## src/rtl/excl_mon_pkg.sv

```systemverilog
package excl_mon_pkg;
    typedef enum logic [1:0] {
        RESP_OKAY   = 2'b00,
        RESP_EXOKAY = 2'b01,
        RESP_DECERR = 2'b11
    } resp_e;
endpackage

```

## src/rtl/excl_blk_match.sv

```systemverilog
// Compares one query against every monitor: burst match and ID match.
module excl_blk_match #(
    parameter int N          = 8,
    parameter int ID_W       = 6,
    parameter int ADDR_W     = 32,
    parameter int BASE_SHIFT = 5
) (
    input  logic [N-1:0]             vld,
    input  logic [N-1:0][ID_W-1:0]   ids,
    input  logic [N-1:0][ADDR_W-1:0] addrs,
    input  logic [1:0]               gran_sel,
    input  logic [ID_W-1:0]          q_id,
    input  logic [ADDR_W-1:0]        q_addr,
    output logic [N-1:0]             blk_hit,
    output logic [N-1:0]             id_hit
);
    logic [ADDR_W-1:0] blk_mask;

    always_comb begin
        case (gran_sel)
            2'b00:   blk_mask = {ADDR_W{1'b1}} << BASE_SHIFT;
            2'b01:   blk_mask = {ADDR_W{1'b1}} << (BASE_SHIFT + 1);
            default: blk_mask = {ADDR_W{1'b1}} << (BASE_SHIFT + 2);
        endcase
    end

    for (genvar g = 0; g < N; g++) begin : g_cmp
        assign blk_hit[g] = vld[g] && (((addrs[g] ^ q_addr) & blk_mask) == '0);
        assign id_hit[g]  = vld[g] && (ids[g] == q_id);
    end
endmodule

```

## src/rtl/excl_slot_pick.sv

```systemverilog
// Chooses the monitor an exclusive read arms: owner, else lowest free, else victim.
module excl_slot_pick #(
    parameter int N    = 8,
    parameter int ID_W = 6,
    localparam int PTR_W = $clog2(N)
) (
    input  logic [N-1:0]           busy,
    input  logic [N-1:0][ID_W-1:0] ids,
    input  logic [ID_W-1:0]        q_id,
    input  logic [PTR_W-1:0]       victim,
    output logic [PTR_W-1:0]       slot,
    output logic                   use_victim,
    output logic [N-1:0]           owner_hit
);
    for (genvar g = 0; g < N; g++) begin : g_own
        assign owner_hit[g] = busy[g] && (ids[g] == q_id);
    end

    always_comb begin
        slot       = '0;
        use_victim = 1'b0;
        if (|owner_hit) begin
            for (int i = 0; i < N; i++) begin
                if (owner_hit[i]) slot = PTR_W'(i);
            end
        end else if (!(&busy)) begin
            for (int i = N - 1; i >= 0; i--) begin
                if (!busy[i]) slot = PTR_W'(i);
            end
        end else begin
            slot       = victim;
            use_victim = 1'b1;
        end
    end
endmodule

```

## src/rtl/excl_mon_bank.sv

```systemverilog
module excl_mon_bank
    import excl_mon_pkg::*;
#(
    parameter int N_MON      = 8,
    parameter int ID_W       = 6,
    parameter int ADDR_W     = 32,
    parameter int BASE_SHIFT = 5,
    localparam int PTR_W = $clog2(N_MON)
) (
    input  logic              clk,
    input  logic              rst_n,
    input  logic [1:0]        gran_sel,
    input  logic              rd_valid,
    input  logic              rd_excl,
    input  logic [ID_W-1:0]   rd_id,
    input  logic [ADDR_W-1:0] rd_addr,
    input  logic              wr_valid,
    input  logic              wr_excl,
    input  logic              wr_decerr,
    input  logic [ID_W-1:0]   wr_id,
    input  logic [ADDR_W-1:0] wr_addr,
    output logic              resp_valid,
    output logic [1:0]        resp_code
);
    typedef struct packed {
        logic [N_MON-1:0]             vld;
        logic [N_MON-1:0][ID_W-1:0]   ids;
        logic [N_MON-1:0][ADDR_W-1:0] addrs;
        logic [PTR_W-1:0]             rr;
        logic                         rsp_v;
        resp_e                        rsp;
    } state_t;

    state_t st_d, st_q;

    logic [N_MON-1:0] w_blk, w_idm, w_own, clr, vld_mid, r_owner;
    logic             wr_ok, ex_pass, wr_commits, pick_rr;
    logic [PTR_W-1:0] pick;

    excl_blk_match #(
        .N(N_MON), .ID_W(ID_W), .ADDR_W(ADDR_W), .BASE_SHIFT(BASE_SHIFT)
    ) u_wmatch (
        .vld     (st_q.vld),
        .ids     (st_q.ids),
        .addrs   (st_q.addrs),
        .gran_sel(gran_sel),
        .q_id    (wr_id),
        .q_addr  (wr_addr),
        .blk_hit (w_blk),
        .id_hit  (w_idm)
    );

    assign w_own      = w_blk & w_idm;
    assign wr_ok      = wr_valid && !wr_decerr;
    assign ex_pass    = wr_ok && wr_excl && (|w_own);
    assign wr_commits = wr_ok && (!wr_excl || ex_pass);
    assign clr        = wr_commits ? w_blk : '0;
    assign vld_mid    = st_q.vld & ~clr;

    excl_slot_pick #(.N(N_MON), .ID_W(ID_W)) u_pick (
        .busy      (vld_mid),
        .ids       (st_q.ids),
        .q_id      (rd_id),
        .victim    (st_q.rr),
        .slot      (pick),
        .use_victim(pick_rr),
        .owner_hit (r_owner)
    );

    always_comb begin
        st_d       = st_q;
        st_d.vld   = vld_mid;
        st_d.rsp_v = wr_valid;
        st_d.rsp   = RESP_OKAY;
        if (wr_valid) begin
            if (wr_decerr)    st_d.rsp = RESP_DECERR;
            else if (ex_pass) st_d.rsp = RESP_EXOKAY;
        end
        if (rd_valid && rd_excl) begin
            st_d.vld[pick]   = 1'b1;
            st_d.ids[pick]   = rd_id;
            st_d.addrs[pick] = rd_addr;
            if (pick_rr) begin
                st_d.rr = (st_q.rr == PTR_W'(N_MON - 1)) ? '0 : st_q.rr + 1'b1;
            end
        end
    end

    always_ff @(posedge clk or negedge rst_n) begin
        if (!rst_n) begin
            st_q <= '0;
        end else begin
            st_q <= st_d;
        end
    end

    assign resp_valid = st_q.rsp_v;
    assign resp_code  = st_q.rsp;


    rsp_follows_wr_chk: assert property (@(posedge clk) disable iff (!rst_n)
        wr_valid |=> resp_valid);

    no_stray_rsp_chk: assert property (@(posedge clk) disable iff (!rst_n)
        !wr_valid |=> !resp_valid);

    no_slverr_chk: assert property (@(posedge clk) disable iff (!rst_n)
        resp_valid |-> (resp_code != 2'b10));

    decerr_map_chk: assert property (@(posedge clk) disable iff (!rst_n)
        (wr_valid && wr_decerr) |=> (resp_code == 2'b11));

    exokay_src_chk: assert property (@(posedge clk) disable iff (!rst_n)
        (resp_valid && resp_code == 2'b01) |-> $past(wr_excl && !wr_decerr));

    single_owner_chk: assert property (@(posedge clk) disable iff (!rst_n)
        $onehot0(r_owner));
endmodule

```

## config.mk

```make
export PLATFORM = sky130hd
export DESIGN_NAME = excl_mon_bank
export DESIGN_NICKNAME = d
export VERILOG_FILES = /design/src/rtl/excl_mon_pkg.sv /design/src/rtl/excl_blk_match.sv /design/src/rtl/excl_slot_pick.sv /design/src/rtl/excl_mon_bank.sv
export SDC_FILE = /design/constraint.sdc
export NUM_CORES = 1
export LEC_CHECK = 0
export ABC_AREA = 1
export ABC_CLOCK_PERIOD_IN_PS = 2800
export BUFFER_PORTS_ARGS = -buffer_cell sky130_fd_sc_hd__clkbuf_2
export CAP_MARGIN = 20
export CORE_ASPECT_RATIO = 1.4
export CORE_MARGIN = 5
export CORE_UTILIZATION = 46
export CTS_CLUSTER_SIZE = 10
export DETAILED_ROUTE_END_ITERATION = 6
export GPL_TIMING_DRIVEN = 0
export MAX_ROUTING_LAYER = met4
export PLACE_DENSITY = 0.7
export SLEW_MARGIN = 20
export SYNTH_ARGS = -nofsm -noshare
export SYNTH_HDL_FRONTEND = slang
export SYNTH_SLANG_ARGS = --single-unit
```

## constraint.sdc

```tcl
create_clock -name clk -period 2.8 [get_ports clk]
set_input_delay 0.28 -clock clk [delete_from_list [all_inputs] [get_ports clk]]
set_output_delay 0.28 -clock clk [all_outputs]
set_load 0.01 [all_outputs]
```

# After elaboration in Yosys (flattened, before gate mapping)
# Cells that the tools add are included.
dict set report totals {
  reg_bits 318
  input_bits 85
  output_inout_bits 3
  word_cells 142
}
dict set report op_classes {
  add_sub_neg 1
  n_lt_le_gt_ge 2
  eq_ne 18
  muxes 35
  n_bitwise 20
  reduce_logical 46
}
# cell n
set ops {}
lappend ops {{two-way mux 315 bit} 1}
lappend ops {{AND 32 bit} 8}
lappend ops {{bitwise mux 256 bit} 1}
lappend ops {{logical NOT 32 bit} 8}
lappend ops {{XOR 32 bit} 8}
lappend ops {{demux 32 bit (select 3 bit)} 1}
lappend ops {{== test 6 bit} 16}
lappend ops {{bitwise mux 48 bit} 1}
lappend ops {{two-way mux 3 bit} 16}
lappend ops {{two-way mux 32 bit} 1}
lappend ops {{logical AND 1 bit} 30}
lappend ops {{demux 6 bit (select 3 bit)} 1}
lappend ops {{AND 8 bit} 2}
lappend ops {{OR reduction 8 bit} 2}
lappend ops {{one-hot mux 7 bit (2 select lines)} 1}
lappend ops {{two-way mux 2 bit} 4}
lappend ops {{two-way mux 8 bit} 1}
lappend ops {{inverter 8 bit} 1}
lappend ops {{OR 8 bit} 1}
lappend ops {{AND reduction 8 bit} 1}
lappend ops {{two-way mux 6 bit} 1}
lappend ops {{two-way mux 1 bit} 5}
lappend ops {{< comparator 3 x 4 -> 1 bit (second input constant)} 1}
lappend ops {{adder 3 x 1 -> 3 bit (second input constant)} 1}
lappend ops {{other kinds (8)} 9}

# Depth between registers and ports, before layout
# Gate-level depths: netlist (run 1).
dict set report depth {
  ltp_word 29
  depth_mapped 30
  mapped_depth_nobuf 27
}

# Hierarchy
# From an unflattened synthesis (run 1), not the netlist that was laid out.
dict set report hier_totals {
  cells_unflattened 2534
  hier_area_um2 17658.2
}
# mod instances cells_each area_each_um2 seq_area_each_um2
set modules_own_cells {}
lappend modules_own_cells {excl_mon_bank 1 1115 11669.9 7957.6}
lappend modules_own_cells {excl_blk_match 1 1172 4793.3 0.0}
lappend modules_own_cells {excl_slot_pick 1 247 1194.9 0.0}

# Worst setup path after synthesis (run 1)
# No wires, ideal clock.
dict set report synth_path {
  kind {input port to flip-flop}
  from {input wr_addr[24]}
  to {register (tool-made name)}
  setup_ps 117
  t_arrival_ps 2613
  required_time_ps 2683
  path_slack_ps 70
  stages 24
  path_buffers 2
  path_cell_list {buf_2 > inv_2 > or2_1 > nand3_1 > nor2_1 > nand2_1 > nor2_1 > nand3_1 > nand2_1 > nor2_4 > nand3_4 > nand3_1 > nand2_1 > nor2_2 > nand2_1 > nor2_4 > nand2_1 > nand3_4 > nand2_4 > nor2_4 > nand2_2 > buf_2 > nand2_1 > nand2_1}
}
# element line
set synth_lines {}
lappend synth_lines {{start: declaration} excl_mon_bank.sv:21} ;# input logic [ADDR_W-1:0] wr_addr,

==> results by group, run 1 <==
Outcome
  • Status: complete, but fails checks
  • Failing checks: setup timing

Routing
  • Wl on met1: approximately 33,000 um
  • Drt first pass iters: 6
  • Routed vias: roughly 20,000
  • Metal2 WL: between 40,000 and 50,000 um
  • DRC viols: 0
  • Routed vias/inst: roughly 6
  • Top Layer Used: met4
  • WL final: about 94,000 um
  • DR iter-0 viols: ~2,400
  • Antenna-violating nets left: 0
  • WL/cell: between 20 and 30 um
  • Met3 WL: 9903 um

Place
  • Dpl hpwl: approximately 63,000 um
  • Port bufs: 17
  • Post-placement cell count: roughly 3,200
  • Routability-driven placement congestion ratio: 1.042
  • Worst slack, placed: -2.316 ns

Clock tree
  • CTS tree: built
  • Htree depth: 2
  • CTS Root Cell: clkbuf_16
  • Clock Path Buffers: 3
  • Skew-Pair Late Insertion Delay: ~0.57 ns
  • CTS Buf Count: 35
  • Clk pin slew, worst setup/hold paths: about 0.060 ns
  • CTS sink cnt: 278

Timing
  • Final setup violation count: 275
  • Tightest Pin Transition: 1.324 ns
  • Final-report hold violation count: 0
  • Worst setup slack after layout: -0.8582 ns
  • Tcrit/Tclk final: 1.307
  • Setup TNS: -218.11 ns
  • Slew HR: 0.1175
  • Slew Limit Fails: 0
  • Clock Skews: ~0.035 ns
  • Unrepaired setup endpoints after global routing: yes
  • Minimum clock period: 3.658 ns
  • Fmax: roughly 0.27 GHz

Yosys
  • Synth Area in Compound Gates: 0.03595
  • Mux cell area share after synthesis: 0.0006283
  • Ys Warns: 0
  • Synth Area per Inst: around 6.8 sq um
  • Area share of fa/ha/maj cells after synthesis: 0.001396
  • Area contributors post-synth: dfrtp_1, nand2_1, nand3_1, inv_1, xnor2_1
  • Yosys top cell area share: 0.3882
  • Simple-Gate Fraction of Synth Area: 0.4194
  • Sequential area share after synthesis: 0.3882
  • Cell count after synthesis: between 2,000 and 3,000
  • Largest family of logic cells by synthesized area: simple AND/OR/NAND/NOR gates
  • Library cells used by synthesis: between 40 and 50
  • Post-synth ARST share: 1.000
  • Most common flop cell mapped by yosys: dfrtp_1
  • Number of flops mapped to enable cells by yosys: 0
  • Synth Area in XOR/XNOR: 0.05131
  • Largest area contributor in the netlist: dfrtp_1
  • Flops & latches, synth: about 280
  • Mapped cell area: 17,920 sq um
  • Mapped Nets: roughly 2,700

GRT
  • Gr usage total: 0.4123
  • Grt ovf: 0
  • Initial antenna violation count: 1
  • Vias in the first global route: between 15,000 and 20,000
  • Pin count of the biggest net entering global routing: 84
  • Global-route wire length before repair: 124,500 um

Die
  • Die footprint: around 43,000 sq um
  • FP Rows: between 80 and 90
  • Core Region: between 30,000 and 40,000 sq um
  • Die Span Y: around 240 um
  • IO Pins: 88
  • Initial Utilization: 0.4655
  • Chip width: approximately 180 um

Critical path
  • Levels on crit path: 21
  • Critical path's largest stage delay: around 0.40 ns
  • Crit-path cells: xnor2_1 > nand3_2 > nor3_4 > nand3_2 > nand2_2 > nor2_4 > nand3_4 > buf_12 > nand3_4 > nand3b_1 > nand2_4 > nor2_4 > nand2_4 > inv_4 > nand3_4 > a21oi_4 > buf_12 > buf_12 > buf_12 > nand3_1 > nand2_1
  • Slowest CP cell: dfrtp_1
  • Register-to-Register Path Depth: 21
  • Crit end category: flop
  • Delay-heaviest family, CP: simple AND/OR/NAND/NOR gates
  • Most used cell along the critical path: buf_12
  • CP required: roughly 3.3 ns
  • R2r setup slk: -0.86 ns
  • Arrival time worst endpoint: roughly 4.1 ns
  • CP Launch Type: flop
  • Worst-path maximum fanout: 10
  • Critical path class: flop to flop
  • Crit path buf inv count: 5

Hold path
  • Hold depth: 3
  • Hold Path Sink: resp_code[0]
  • Worst Min Path Start: wr_valid
  • Hold Crit Class: input port to flop

Pwr
  • Clk pwr share: 0.143
  • Sequential Power Share: 0.250
  • P_sw: between 10 and 15 mW
  • Net Sw Frac: 0.4821
  • Max IR drop VDD: around 0.0011 V
  • Pleak: 11.56 nW
  • Comb power frac: 0.608
  • Internal power: 15.92 mW
  • Power Density: around 1300 nW/um^2

Final layout
  • Fin nets: slightly below 3,000
  • Commonest non-fill, non-tap cell in the layout: nand2_1
  • Commonest cells after routing, fill and taps aside: nand2_1, dfrtp_1, nand3_1, inv_1, nor2_1
  • Share of layout cells above drive strength 1: 0.2263
  • Non-Filler Instances: between 3,000 and 4,000
  • Fillers: about 3,600
  • Area grow syn2layout: 31.37%

Flow run
  • Max Cap Viol: 0
[cell type report]
cell class	instances	area, sq um	area share
antenna	2	5.005	0.0002126
clock buffer	43	957.2	0.04065
timing repair buffer	109	1620	0.06882
inverter	233	889.6	0.03778
clock inverter	5	67.56	0.002870
tap	522	653.1	0.02774
buffer	157	1608	0.06829
multi-input combinational	1986	10780	0.4580
sequential	278	6962	0.2957
[worst min-delay path, stage by stage]
cell and delay, ns:
clkbuf_2 0.11, nand3_1 0.08, nand2_1 0.05
[how the worst max path moves through the flow]
stage | startpoint | endpoint | slack [ns]
2_1_floorplan | wr_addr[24] | flop | 0.07
3_3_place_gp | rst_n | asynchronous set/reset pin | -4.62
3_5_place_dp | wr_id[2] | flop | -2.32
4_1_cts | flop | flop | -0.76
5_1_grt | flop | flop | -0.91
6_report | flop | flop | -0.86
[cells by family (layout without fill, tap and decap cells)]
group | after synthesis | in the layout
simple gates | 1772 | 1773
buf+inv | 392 | 547
flops | 278 | 278
compound gates | 105 | 105
xor+xnor | 105 | 105
fa+ha+maj | 2 | 2
mux | 1 | 1
other cells | 0 | 2
[cells in the mapped netlist, types with 4 or more instances]
library cell	instances
inv_1	207
a21oi_1	6
nor2_2	7
buf_6	23
nand3_1	355
nand3b_1	4
dfrtp_1	278
nor2_1	160
nand2_1	1101
buf_2	72
buf_4	29
nor3_1	29
o2111ai_1	10
xor2_1	33
nor4_1	25
nand2_2	11
or2_2	9
nor2_4	4
o22ai_1	5
inv_2	19
nand4_1	52
xnor2_1	72
clkbuf_1	32
o21ai_0	56
o21ai_1	10
clkinv_1	5
a21boi_1	6
[routing by layer]
layer / GRT usage / vias up
met1: 0.4927 / 9524
met5: - / -
met3: 0.07210 / 425
met4: 0.2848 / 0
met2: 0.6318 / 1350
li1: - / 8671
[metrics by stage]
stage                 util  hold slack (ns)  instance area [sq um]  power [mW]
global route        0.6115          0.03164                  23540       31.92
detailed placement  0.4871           0.3110                  18750       19.29
floorplan                -         -0.01559                  17920       15.06
global placement    0.4847           0.4331                  18660       19.05
finish              0.6116          0.02338                  23550       30.74
CTS                 0.5393          -0.1156                  20760       25.77
[what timing repair did]
action / CTS / global route
resized for setup: 176 / 427
hold endpoints to repair: 62 / 1
hold buffers: 3 / 1
setup endpoints to repair: 275 / 275
setup buffers: 24 / 28
pin swaps: 28 / 210
gates cloned: 1 / 33
[power groups by stage]
stage	clock [mW]	combinational (mW)	sequential, mW
final	4.38	18.7	7.67
after floorplan	0	8.12	6.94
after global placement	0	11.7	7.39
after CTS	4.37	14.0	7.42
after global routing	4.52	19.6	7.82
after detailed placement	0	11.9	7.44
(Power assumes the default switching activity.)
==> inputs of run 2 (changes only) <==
CTS_BUF_LIST = sky130_fd_sc_hd__clkbuf_8   (was default)
TNS_END_PERCENT = 5   (was default)
==> run 2 against run 1 <==
Net effect:
- the flow still finishes with violations (setup timing)
- combinational power shrank 23%
- register-to-register slack is essentially flat
- clock-buffer cell count grew 23
- via count shrank 2.9%
- first-iteration DRC count shrank 4.5%
- die area is the same
- utilization shrank 6.1 points
- routed wire length shrank 6.3%
- worst hold slack lost 0.00097 ns
- cell area shrank 9.9%
- critical path type unchanged
==> results by group, run 2 (synthesis results as in run 1) <==
Outcome
  • Status: complete, but fails checks
  • Failing checks: setup timing

Clock tree
  • Clock Path Buffers: 3
  • Htree depth: 2
  • Clk pin slew, worst setup/hold paths: ~0.06 ns
  • CTS tree: built
  • CTS sink cnt: approximately 280
  • CTS Buf Count: 51
  • Skew-Pair Late Insertion Delay: 0.65 ns
  • CTS Root Cell: clkbuf_8

Timing
  • Worst setup slack after layout: -0.8657 ns
  • Hold_ws: between 0.02 and 0.025 ns
  • Slew Limit Fails: 0
  • Final-report hold violation count: 0
  • Final setup violation count: between 200 and 300
  • Minimum clock period: between 3 and 4 ns
  • Unrepaired setup endpoints after global routing: yes
  • Slew HR: 0.2500
  • Tightest Pin Transition: 1.125 ns
  • Tcrit/Tclk final: 1.309
  • Clock Skews: about 0.043 ns
  • Fmax: roughly 0.27 GHz

Die
  • Core Region: roughly 38,000 sq um
  • Die Span Y: around 240 um
  • Die footprint: 43,060 sq um
  • IO Pins: ~90
  • FP Rows: 85
  • Chip width: around 180 um
  • Initial Utilization: 0.4655

Routing
  • WL/cell: ~27 um
  • Antenna-violating nets left: 0
  • DRC viols: 0
  • Top Layer Used: met4
  • Metal2 WL: between 40,000 and 50,000 um
  • Routed vias: 19,380
  • Drt first pass iters: 6
  • Wl on met1: between 30,000 and 40,000 um
  • Met3 WL: ~8300 um
  • DR iter-0 viols: roughly 2,300
  • Routed vias/inst: between 5 and 6
  • WL final: between 80,000 and 90,000 um

Critical path
  • Worst-path maximum fanout: 6
  • CP required: between 3 and 4 ns
  • Arrival time worst endpoint: 4.21 ns
  • R2r setup slk: -0.87 ns
  • Critical path class: flop to flop
  • Register-to-Register Path Depth: 21
  • CP Launch Type: flop
  • Crit end category: flop

Final layout
  • Commonest cells after routing, fill and taps aside: nand2_1, nand3_1, dfrtp_1, inv_1, nor2_1
  • Non-Filler Instances: approximately 3,300
  • Fin nets: between 2,000 and 3,000
  • Fillers: around 3,900
  • Share of layout cells above drive strength 1: 0.1426
  • Area grow syn2layout: 18.36%
  • Commonest non-fill, non-tap cell in the layout: nand2_1

Pwr
  • Net Sw Frac: 0.4920
  • Pleak: roughly 11 nW
  • Max IR drop VDD: between 0.0008 and 0.0009 V
  • Power Density: 1223 nW/um^2
  • Sequential Power Share: 0.290
  • Internal power: about 13 mW
  • Clk pwr share: 0.156
  • Total power: between 20 and 30 mW
  • P_sw: between 10 and 15 mW
  • Comb power frac: 0.554

GRT
  • Global-route wire length before repair: 124,700 um
  • Gr usage total: 0.4131
  • Grt ovf: 0
  • Vias in the first global route: between 15,000 and 20,000
  • Pin count of the biggest net entering global routing: 84
  • Initial antenna violation count: 3

Hold path
  • Hold Crit Class: input port to flop
  • Hold depth: 3

Flow run
  • Max Cap Viol: 0

Place
  • Post-placement cell count: 3,197
  • Dpl hpwl: 63,100 um
  • Routability-driven placement congestion ratio: 1.042
  • Port bufs: 17
run 2: changes by cell type in the layout (fill, tap and decap cells not counted), moves of 14 or more:
cell       delta
nand3_1     +122
clkbuf_8     +63
nand2_2      -51
buf_12       -14
clkbuf_16    -64
nand3_2     -120
nand2_1      +79
nand2_4      -23
run 2: metal layers:
metal  up-vias  GRT usage
met5         -          -
met4         0     0.2830
met3       333    0.07428
met2      1151     0.6306
met1      9290     0.4955
li1       8607          -
run 2: worst min-delay path by stage:
stage	from	endpoint
final	rd_addr[27]	flop
after global routing	rd_addr[28]	flop
after CTS	rd_addr[31]	flop
after detailed placement	rst_n	asynchronous set/reset pin
after global placement	wr_valid	resp_valid
after floorplan	rst_n	asynchronous set/reset pin
run 2: what timing repair did:
item | in CTS | in global routing
pin swaps | 62 | 44
hold buffers | 4 | 0
setup endpoints to repair | 275 | 275
setup buffers | 20 | 9
endpoints found under the hold margin | 62 | 0
gates resized for setup | 198 | 72
gates cloned | 0 | 3
run 2: worst max-delay path, cell delays in order, from the launching register on:
cell	delay, ns
dfrtp_1	0.42
xnor2_1	0.19
nand4_1	0.15
nor2_2	0.34
nand3_1	0.16
nand2_2	0.18
nor2_4	0.10
nand3_4	0.11
buf_12	0.16
nand3_4	0.14
nand3b_1	0.21
nand2_4	0.11
nor2_4	0.12
nand3b_1	0.12
nand2_1	0.10
nand2_2	0.09
nor2_4	0.21
buf_12	0.16
buf_12	0.13
clkbuf_16	0.15
nand3_1	0.08
nand2_1	0.11
run 2: per-stage QoR:
stage            util  area [sq um]  setup TNS (ns)  worst slack [ns]
4_1_cts        0.5395         20770         -190.16           -0.7509
3_3_place_gp   0.4847         18660        -1818.92            -4.624
2_1_floorplan       -         17920               0           0.06976
6_report       0.5510         21210         -215.81           -0.8657
5_1_grt        0.5509         21210         -233.02           -0.9326
3_5_place_dp   0.4871         18750         -546.84            -2.316
run 2: power by group through the flow:
stage,Combinational (mW),Sequential [mW],Clock (mW)
2_1_floorplan,8.12,6.94,0
3_3_place_gp,11.7,7.39,0
3_5_place_dp,11.9,7.44,0
4_1_cts,13.5,7.42,4.05
5_1_grt,15.4,7.69,4.21
6_report,14.4,7.52,4.05
run 2: cell type report:
cell class	count	area, sq um	share of cell area
Clock inverter	22	106.4	0.005014
Clock buffer	66	908.4	0.04282
Sequential cell	278	6962	0.3282
Inverter	233	879.6	0.04147
Buffer	159	1478	0.06966
Timing Repair Buffer	56	584.3	0.02755
Tap cell	522	653.1	0.03079
Antenna cell	4	10.01	0.0004719
Multi-Input combinational cell	1985	9632	0.4541
